==> config.mk <==
export PLATFORM = sky130hd
export DESIGN_NAME = sdr_burst_colgen
export DESIGN_NICKNAME = d
export VERILOG_FILES = /design/src/rtl/sdr_burst_pkg.sv /design/src/rtl/sdr_burst_len_dec.sv /design/src/rtl/sdr_col_step.sv /design/src/rtl/sdr_beat_ctrl.sv /design/src/rtl/sdr_burst_colgen.sv
export SDC_FILE = /design/constraint.sdc
export NUM_CORES = 1
export LEC_CHECK = 0
export ABC_AREA = 1
export BUFFER_PORTS_ARGS = -buffer_cell sky130_fd_sc_hd__buf_2
export CAP_MARGIN = 0
export CELL_PAD_IN_SITES_DETAIL_PLACEMENT = 1
export CELL_PAD_IN_SITES_GLOBAL_PLACEMENT = 1
export CORE_AREA = 3 3 70 55
export CTS_CLUSTER_SIZE = 28
export DETAILED_ROUTE_END_ITERATION = 8
export DIE_AREA = 0 0 73 58
export PLACE_DENSITY = 0.76
export RECOVER_POWER = 100
export REMOVE_ABC_BUFFERS = 1
export SYNTH_ARGS = -nofsm -noshare
export SYNTH_HDL_FRONTEND = slang
export SYNTH_SLANG_ARGS = --single-unit
==> constraint.sdc <==
create_clock -name clk_i -period 1.5 [get_ports clk_i]
set_clock_uncertainty 0.05 [all_clocks]
set_input_delay 0.15 -clock clk_i [delete_from_list [all_inputs] [get_ports clk_i]]
set_output_delay 0.15 -clock clk_i [all_outputs]
set_load 0.005 [all_outputs]
==> src/rtl/sdr_burst_pkg.sv <==
package sdr_burst_pkg;

  typedef enum logic [2:0] {
    BL_1    = 3'b000,
    BL_2    = 3'b001,
    BL_4    = 3'b010,
    BL_8    = 3'b011,
    BL_PAGE = 3'b111
  } blen_e;

  localparam int unsigned CNT_W = 3;

  function automatic int unsigned col_width(input int unsigned dq);
    case (dq)
      4:       return 12;
      8:       return 11;
      default: return 10;
    endcase
  endfunction

endpackage

==> src/rtl/sdr_burst_len_dec.sv <==
module sdr_burst_len_dec
  import sdr_burst_pkg::*;
#(
  parameter int unsigned COL_W = 10
) (
  input  logic [2:0]       code_i,
  output logic [CNT_W-1:0] beats_m1_o,
  output logic [COL_W-1:0] wrap_mask_o,
  output logic             full_o
);

  always_comb begin
    full_o      = 1'b0;
    beats_m1_o  = '0;
    wrap_mask_o = '0;
    case (code_i)
      BL_2: begin
        beats_m1_o  = CNT_W'(1);
        wrap_mask_o = COL_W'(1);
      end
      BL_4: begin
        beats_m1_o  = CNT_W'(3);
        wrap_mask_o = COL_W'(3);
      end
      BL_8: begin
        beats_m1_o  = CNT_W'(7);
        wrap_mask_o = COL_W'(7);
      end
      BL_PAGE: begin
        full_o      = 1'b1;
        wrap_mask_o = '1;
      end
      default: ; // single beat, reserved codes included
    endcase
  end

endmodule

==> src/rtl/sdr_col_step.sv <==
module sdr_col_step #(
  parameter int unsigned COL_W = 10
) (
  input  logic [COL_W-1:0] col_i,
  input  logic [COL_W-1:0] mask_i,
  output logic [COL_W-1:0] col_next_o
);

  logic [COL_W-1:0] inc;
  assign inc = col_i + COL_W'(1);

  // masked bits take the incremented value, others hold
  for (genvar b = 0; b < COL_W; b++) begin : g_bit
    assign col_next_o[b] = mask_i[b] ? inc[b] : col_i[b];
  end

endmodule

==> src/rtl/sdr_beat_ctrl.sv <==
module sdr_beat_ctrl
  import sdr_burst_pkg::*;
(
  input  logic             clk_i,
  input  logic             rst_ni,
  input  logic             start_i,
  input  logic             term_i,
  input  logic [CNT_W-1:0] beats_m1_i,
  input  logic             full_i,
  output logic             valid_o,
  output logic             last_o,
  output logic             adv_o,
  output logic             full_o
);

  logic [CNT_W-1:0] cnt_q;
  logic             valid_q, full_q;

  always_ff @(posedge clk_i or negedge rst_ni) begin
    if (!rst_ni) begin
      valid_q <= 1'b0;
      full_q  <= 1'b0;
      cnt_q   <= '0;
    end else if (start_i) begin
      valid_q <= 1'b1;
      full_q  <= full_i;
      cnt_q   <= beats_m1_i;
    end else if (term_i) begin
      valid_q <= 1'b0;
    end else if (valid_q && !full_q) begin
      if (cnt_q == '0) valid_q <= 1'b0;
      else             cnt_q   <= cnt_q - CNT_W'(1);
    end
  end

  assign valid_o = valid_q;
  assign full_o  = full_q;
  assign last_o  = valid_q && !full_q && (cnt_q == '0);
  assign adv_o   = valid_q && !start_i && !term_i && !last_o;

endmodule

==> src/rtl/sdr_burst_colgen.sv <==
module sdr_burst_colgen
  import sdr_burst_pkg::*;
#(
  parameter  int unsigned DQ_WIDTH = 16,
  localparam int unsigned COL_W    = col_width(DQ_WIDTH)
) (
  input  logic             clk_i,
  input  logic             rst_ni,
  input  logic             start_i,
  input  logic [COL_W-1:0] start_col_i,
  input  logic [2:0]       blen_i,
  input  logic             term_i,
  output logic [COL_W-1:0] col_o,
  output logic             valid_o,
  output logic             last_o
);

  logic [CNT_W-1:0] beats_m1;
  logic [COL_W-1:0] dec_mask, mask_q, col_q, col_next;
  logic             dec_full, adv, full_q;

  sdr_burst_len_dec #(.COL_W(COL_W)) u_dec (
    .code_i      (blen_i),
    .beats_m1_o  (beats_m1),
    .wrap_mask_o (dec_mask),
    .full_o      (dec_full)
  );

  sdr_beat_ctrl u_ctrl (
    .clk_i      (clk_i),
    .rst_ni     (rst_ni),
    .start_i    (start_i),
    .term_i     (term_i),
    .beats_m1_i (beats_m1),
    .full_i     (dec_full),
    .valid_o    (valid_o),
    .last_o     (last_o),
    .adv_o      (adv),
    .full_o     (full_q)
  );

  sdr_col_step #(.COL_W(COL_W)) u_step (
    .col_i      (col_q),
    .mask_i     (mask_q),
    .col_next_o (col_next)
  );

  always_ff @(posedge clk_i or negedge rst_ni) begin
    if (!rst_ni) begin
      col_q  <= '0;
      mask_q <= '0;
    end else if (start_i) begin
      col_q  <= start_col_i;
      mask_q <= dec_mask;
    end else if (adv) begin
      col_q  <= col_next;
    end
  end

  assign col_o = col_q;

endmodule

Word level (Yosys, flattened, before mapping)
Cells that the tools add are included.
{ "totals": {"mem_bits_ro": 0, "inputBits": 17, "n_memories": 0, "elab_cells": 81, "reg_bits": 25, "ramBits": 0, "latch_bits": 0} }
{ "classes": {"reduce_logical": 36, "n_shift": 0, "bitwise": 0, "n_addsub": 2, "n_lt_le_gt_ge": 0, "div_mod_pow": 0, "muxes": 23, "n_eq_ne": 6, "multipliers": 0} }
{ "ops": {"columns": ["op", "n"], "rows": [
  ["10-bit one-hot mux with 4 select lines", 1],
  ["2-bit nonzero test", 12],
  ["2-bit AND reduction", 11],
  ["10-bit 2-to-1 mux", 2],
  ["1-bit 2-to-1 mux", 15],
  ["3-bit 2-to-1 mux", 4],
  ["10-bit by 1-bit adder with 10-bit output, second input constant", 1],
  ["3-bit one-hot mux with 3 select lines", 1],
  ["3-bit by 2-bit equality test with 1-bit output, second input constant", 2],
  ["3-bit nonzero test", 2],
  ["1-bit logical AND", 5],
  ["1-bit zero test", 4],
  ["2-bit inequality test, second input constant", 2],
  ["3-bit by 1-bit equality test with 1-bit output, second input constant", 1],
  ["3-bit equality test, second input constant", 1],
  ["3-bit zero test", 1],
  ["3-bit AND reduction", 1],
  ["3-bit by 1-bit subtractor with 3-bit output, second input constant", 1]
]} }

Depth between registers and ports, before layout
{ "logic_depth": {"word_depth": 7, "mapped_depth": 8} }

Modules after synthesis
Synthesis repeated with hierarchy kept, for this count alone.
{ "unflattened": {"hier_cells": 213, "hier_area_um2": 1530.2} }
{ "modules_own_cells": {"columns": ["mod", "area_each_um2", "seq_area_each_um2", "cells_per_inst", "n_inst"], "rows": [
  ["sdr_burst_colgen", 823.3, 500.5, 97, 1],
  ["sdr_beat_ctrl", 322.8, 125.1, 43, 1],
  ["sdr_col_step", 274.0, 0.0, 53, 1],
  ["sdr_burst_len_dec", 110.1, 0.0, 20, 1]
]} }

Worst setup path before layout
OpenSTA, ideal clock, no wires.
{ "synth_path": {"path_type": "register to register", "start": "register col_q[0], in the netlist col_o[0]", "end": "register col_q[8], in the netlist col_o[8]", "slack_ns": 0.211, "period_less_slack_ns": 1.289, "t_required_ns": 1.334, "path_buffers": 0, "arrival_time_ns": 1.123, "path_stages_with_launch": 9, "path_cell_list": "dfrtp_1 -> ha_1 -> nand2_1 -> nor2_2 -> nand3_1 -> nand2_1 -> nand3_1 -> nand2_1 -> nand2_1"} }
{ "synth_via": {"elab_chain_len": 4} }
{ "synth_rtl": {"columns": ["element", "line_no", "source"], "rows": [
  ["start, declared", "sdr_burst_colgen.sv:19", "logic [COL_W-1:0] dec_mask, mask_q, col_q, col_next;"],
  ["start signal, assigned", "sdr_burst_colgen.sv:53", "col_q <= start_col_i;"],
  ["start signal, assigned", "sdr_burst_colgen.sv:56", "col_q <= col_next;"],
  ["10-bit by 1-bit adder with 10-bit output", "sdr_col_step.sv:10", "assign inc = col_i + COL_W'(1);"],
  ["1-bit 2-to-1 mux", "sdr_col_step.sv:14", "assign col_next_o[b] = mask_i[b] ? inc[b] : col_i[b];"],
  ["10-bit 2-to-1 mux", "sdr_burst_colgen.sv:55", "end else if (adv) begin"],
  ["10-bit 2-to-1 mux", "sdr_burst_colgen.sv:52", "end else if (start_i) begin"]
]} }
No other way between the ends. The select of a mux whose other input is x is not followed.
A chain may end at the register's enable or synchronous reset.

Worst setup path in the final report
{ "layout_path": {"start": "register u_ctrl.cnt_q[1]", "end": "output port last_o"} }
{ "layout_via": {"elab_chain_len": 2} }
{ "layout_rtl": {"columns": ["element", "line_no", "source"], "rows": [
  ["start, declared", "sdr_beat_ctrl.sv:16", "logic [CNT_W-1:0] cnt_q;"],
  ["start signal, assigned", "sdr_beat_ctrl.sv:27", "cnt_q <= beats_m1_i;"],
  ["start signal, assigned", "sdr_beat_ctrl.sv:32", "else cnt_q <= cnt_q - CNT_W'(1);"],
  ["3-bit zero test", "sdr_beat_ctrl.sv:38", "assign last_o = valid_q && !full_q && (cnt_q == '0);"],
  ["1-bit logical AND", "sdr_beat_ctrl.sv:38", null],
  ["end, declared", "sdr_burst_colgen.sv:15", "output logic last_o"]
]} }
No other way between the ends.

==> results.ini <==
[power_and_ir_drop]
power.switching_mw = 0.541
vdd_drop_max_mv = 0.463
share_comb_of_total_power_pct = 31.1
p_per_area_nw_per_um2 = 1080
cellInternalPower_mw = 1.00
part_of_the_power_in_the_clock_network_pct = 26.6
cellLeakagePower_nw = 0.766
seq_power_share_pct = 42.3
sw_frac_of_total_pct = 35.1

[job]
max-cap-violations = 0

[final_layout]
mostFrequentLayoutCell = nand2_1
layout-drive-gt1-share_pct = 20.9
insertedDiodeCount = 0
fillerInstances = 443
fin_area_um2 = 1420
area_delta_synth_final_pct = 24.1
final_cell_mix = nand2_1, buf_2, inv_1
layoutNonFillerInstCount = 241
fin_nets = 222

[global_routing]
antenna_found_initial = 0
grt_first_pass_wirelength_um = 5890
gr-usage-all-layers_pct = 17.6
grt_start_max_net_pins = 20
overflow = 0
grt_pass1_vias = 1295

[clock_tree]
clk_latency_ps = 260
cts_tree = yes
max_buffers_root_to_sink = 2
clk_pin_slew_ps = 70
cts_sinks = 18
cts.root.buffer_cell = clkbuf_8
tritoncts.num_buffers = 3
ctsHtreeMaxLevel = 1
postCtsSetupBuffers = 0

[placement]
placed_area_um2 = 1360
numPlacedInstances = 236
dp_hpwl_um = 2580
io_buffer_count = 28
finalWeightedCongestion = 0.747

[logic_synthesis]
synth.cell_area_um2 = 1150
post-synth-top-area-fraction_pct = 39.3
seq_area_frac_synth_pct = 39.3
count_of_warnings_emitted_by_yosys = 0
netlist_instances = 167
synthDistinctLibCells = 23
netlist_top_cells_area = dfrtp_1, nand2_1, inv_1
yosys_register_bits = 18
syn-mean-instance-area_um2 = 6.87
synth.largest_area_cell = dfrtp_1

[route]
avgRoutedWirePerCell_um = 13.7
drc_errors = 0
route.final.wire_length_um = 3300
detailedRoute.firstPassIterationCount = 4
detail_route.vias_per_cell = 4.85
detailroute.via_count = 1170
detail-route-antenna-nets = 0
detail_route.iter0.violations = 53

[timing]
timing.final.hold_violations = 0
timing.final.crit_period_ps = 1380
achievable_frequency_mhz = 722
max_slew_violation_count = 0
rsz0062_at_grt = false
finalHoldWorstSlack_ps = 180
max-slew-margin-rel_pct = 58.7
post-route-period-util_pct = 92.3
setup_viol = 0
setup_total_negative_slack_ps = 0
max_slew.worst_pin.slew_ps = 618

[setup_path]
cpPeakStageDelay_ps = 360
end_kind = primary output
cp_data_arrival_time_ps = 1180
critical_path.startpoint_type = flop
cp_class = reg -> out
path_cells = inv_1 > ha_1 > nand2_1 > nor2_2 > buf_2
worst_path_max_delay_cell = dfrtp_1
r2r_cells = 8
worst_ep_required_time_ps = 1300
cp_max_fo = 3

[die]
dieHeight_um = 58
i_o_pin_count = 29
placementRows = 18
floorplan.die.width_um = 73
placeableCoreArea_um2 = 3270
initial_core_util_pct = 35.1
design.die.area_um2 = 4230

[outcome]
status = finished clean

[worst_hold_path]
hold_removal_path_class = in -> reg
worst_hold_path.num_cells = 5

## final timing paths
kind,slack [ps],from,endpoint
setup reg to reg,150,col_o[0],col_o[8]
setup / recovery,120,u_ctrl.cnt_q[1],last_o
hold reg to reg,490,mask_q[0],mask_q[0]
hold / removal,180,start_col_i[8],col_o[8]
max in group asynchronous,750,rst_ni,mask_q[8]
min in group asynchronous,330,rst_ni,mask_q[1]
## sequential cells by signal, summed over array words and instances, names as in the netlist
name / flops
col_o: 10
mask_q: 4
u_ctrl.cnt_q: 3
u_ctrl.valid_o: 1
## synthesized netlist by cell type
cell type and number:
nand4_1 1, nand3_1 15, nand2_1 52, inv_2 1
nor2_4 1, a31oi_1 1, nand3_4 1, buf_4 1
clkbuf_8 1, a211oi_1 1, inv_1 22, o21bai_1 1
dfrtp_1 18, xnor2_1 1, ha_1 3, buf_2 2
o211ai_1 1, o21ai_0 16, nor2_1 19, nor3_1 1
or2_2 1, nor2_2 1, a21oi_1 6
## power groups by stage
stage               Sequential, mW  Combinational, mW  Clock, mW
floorplan                    0.660              0.257          0
detailed placement           0.661              0.481          0
CTS                          0.651              0.486      0.433
finish                       0.652              0.480      0.410
global placement             0.650              0.451          0
global route                 0.667              0.559      0.444
## per-layer routing
layer / GRT usage (%) / part of all wire, % / vias up
met5: 0 / 0 / -
met4: 2.37 / 0.39 / 0
met3: 3.81 / 4.0 / 4
met2: 30.3 / 48 / 19
met1: 23.3 / 47 / 549
li1: - / - / 598
## kinds of logic after synthesis
logic type | synth area share, %
and+or+nand+nor | 34.4
xor gates and xnor gates | 0.763
adders and majority gates | 3.27
buffers and inverters | 10.3
AOI/OAI and AO/OA | 12.1
DFF | 39.3
## final cells by class
class / instances / area (um^2) / area share (%)
multi-input combinational: 122 / 584 / 41.0
tap: 40 / 50.0 / 3.51
sequential: 18 / 450 / 31.6
inverter: 23 / 86.3 / 6.06
timing repair buffer: 34 / 198 / 13.9
clock buffer: 4 / 55.1 / 3.87
## through the flow
stage	power (mW)	utilization, %	worst slack [ps]
final	1.54	43.6	115
after CTS	1.57	43.5	67.5
after floorplan	0.917	-	57.4
after global routing	1.67	43.6	18.3
after global placement	1.10	41.5	153
after detailed placement	1.14	41.5	87.8
## worst max-delay path: cells and delay by family (launching register included)
family,cells,cell delay [ps]
buffers and inverters,2,200
AND/OR/NAND/NOR,2,210
adder cells (fa/ha/maj),1,150
flip-flops,1,360
## what timing repair did
action                     4_1_cts  5_1_grt
hold buffers                     1        0
hold endpoints to repair        18        0
gates resized for setup          0        4
setup endpoints to repair        0        4
Note: power is estimated with default switching activity, not from simulation.
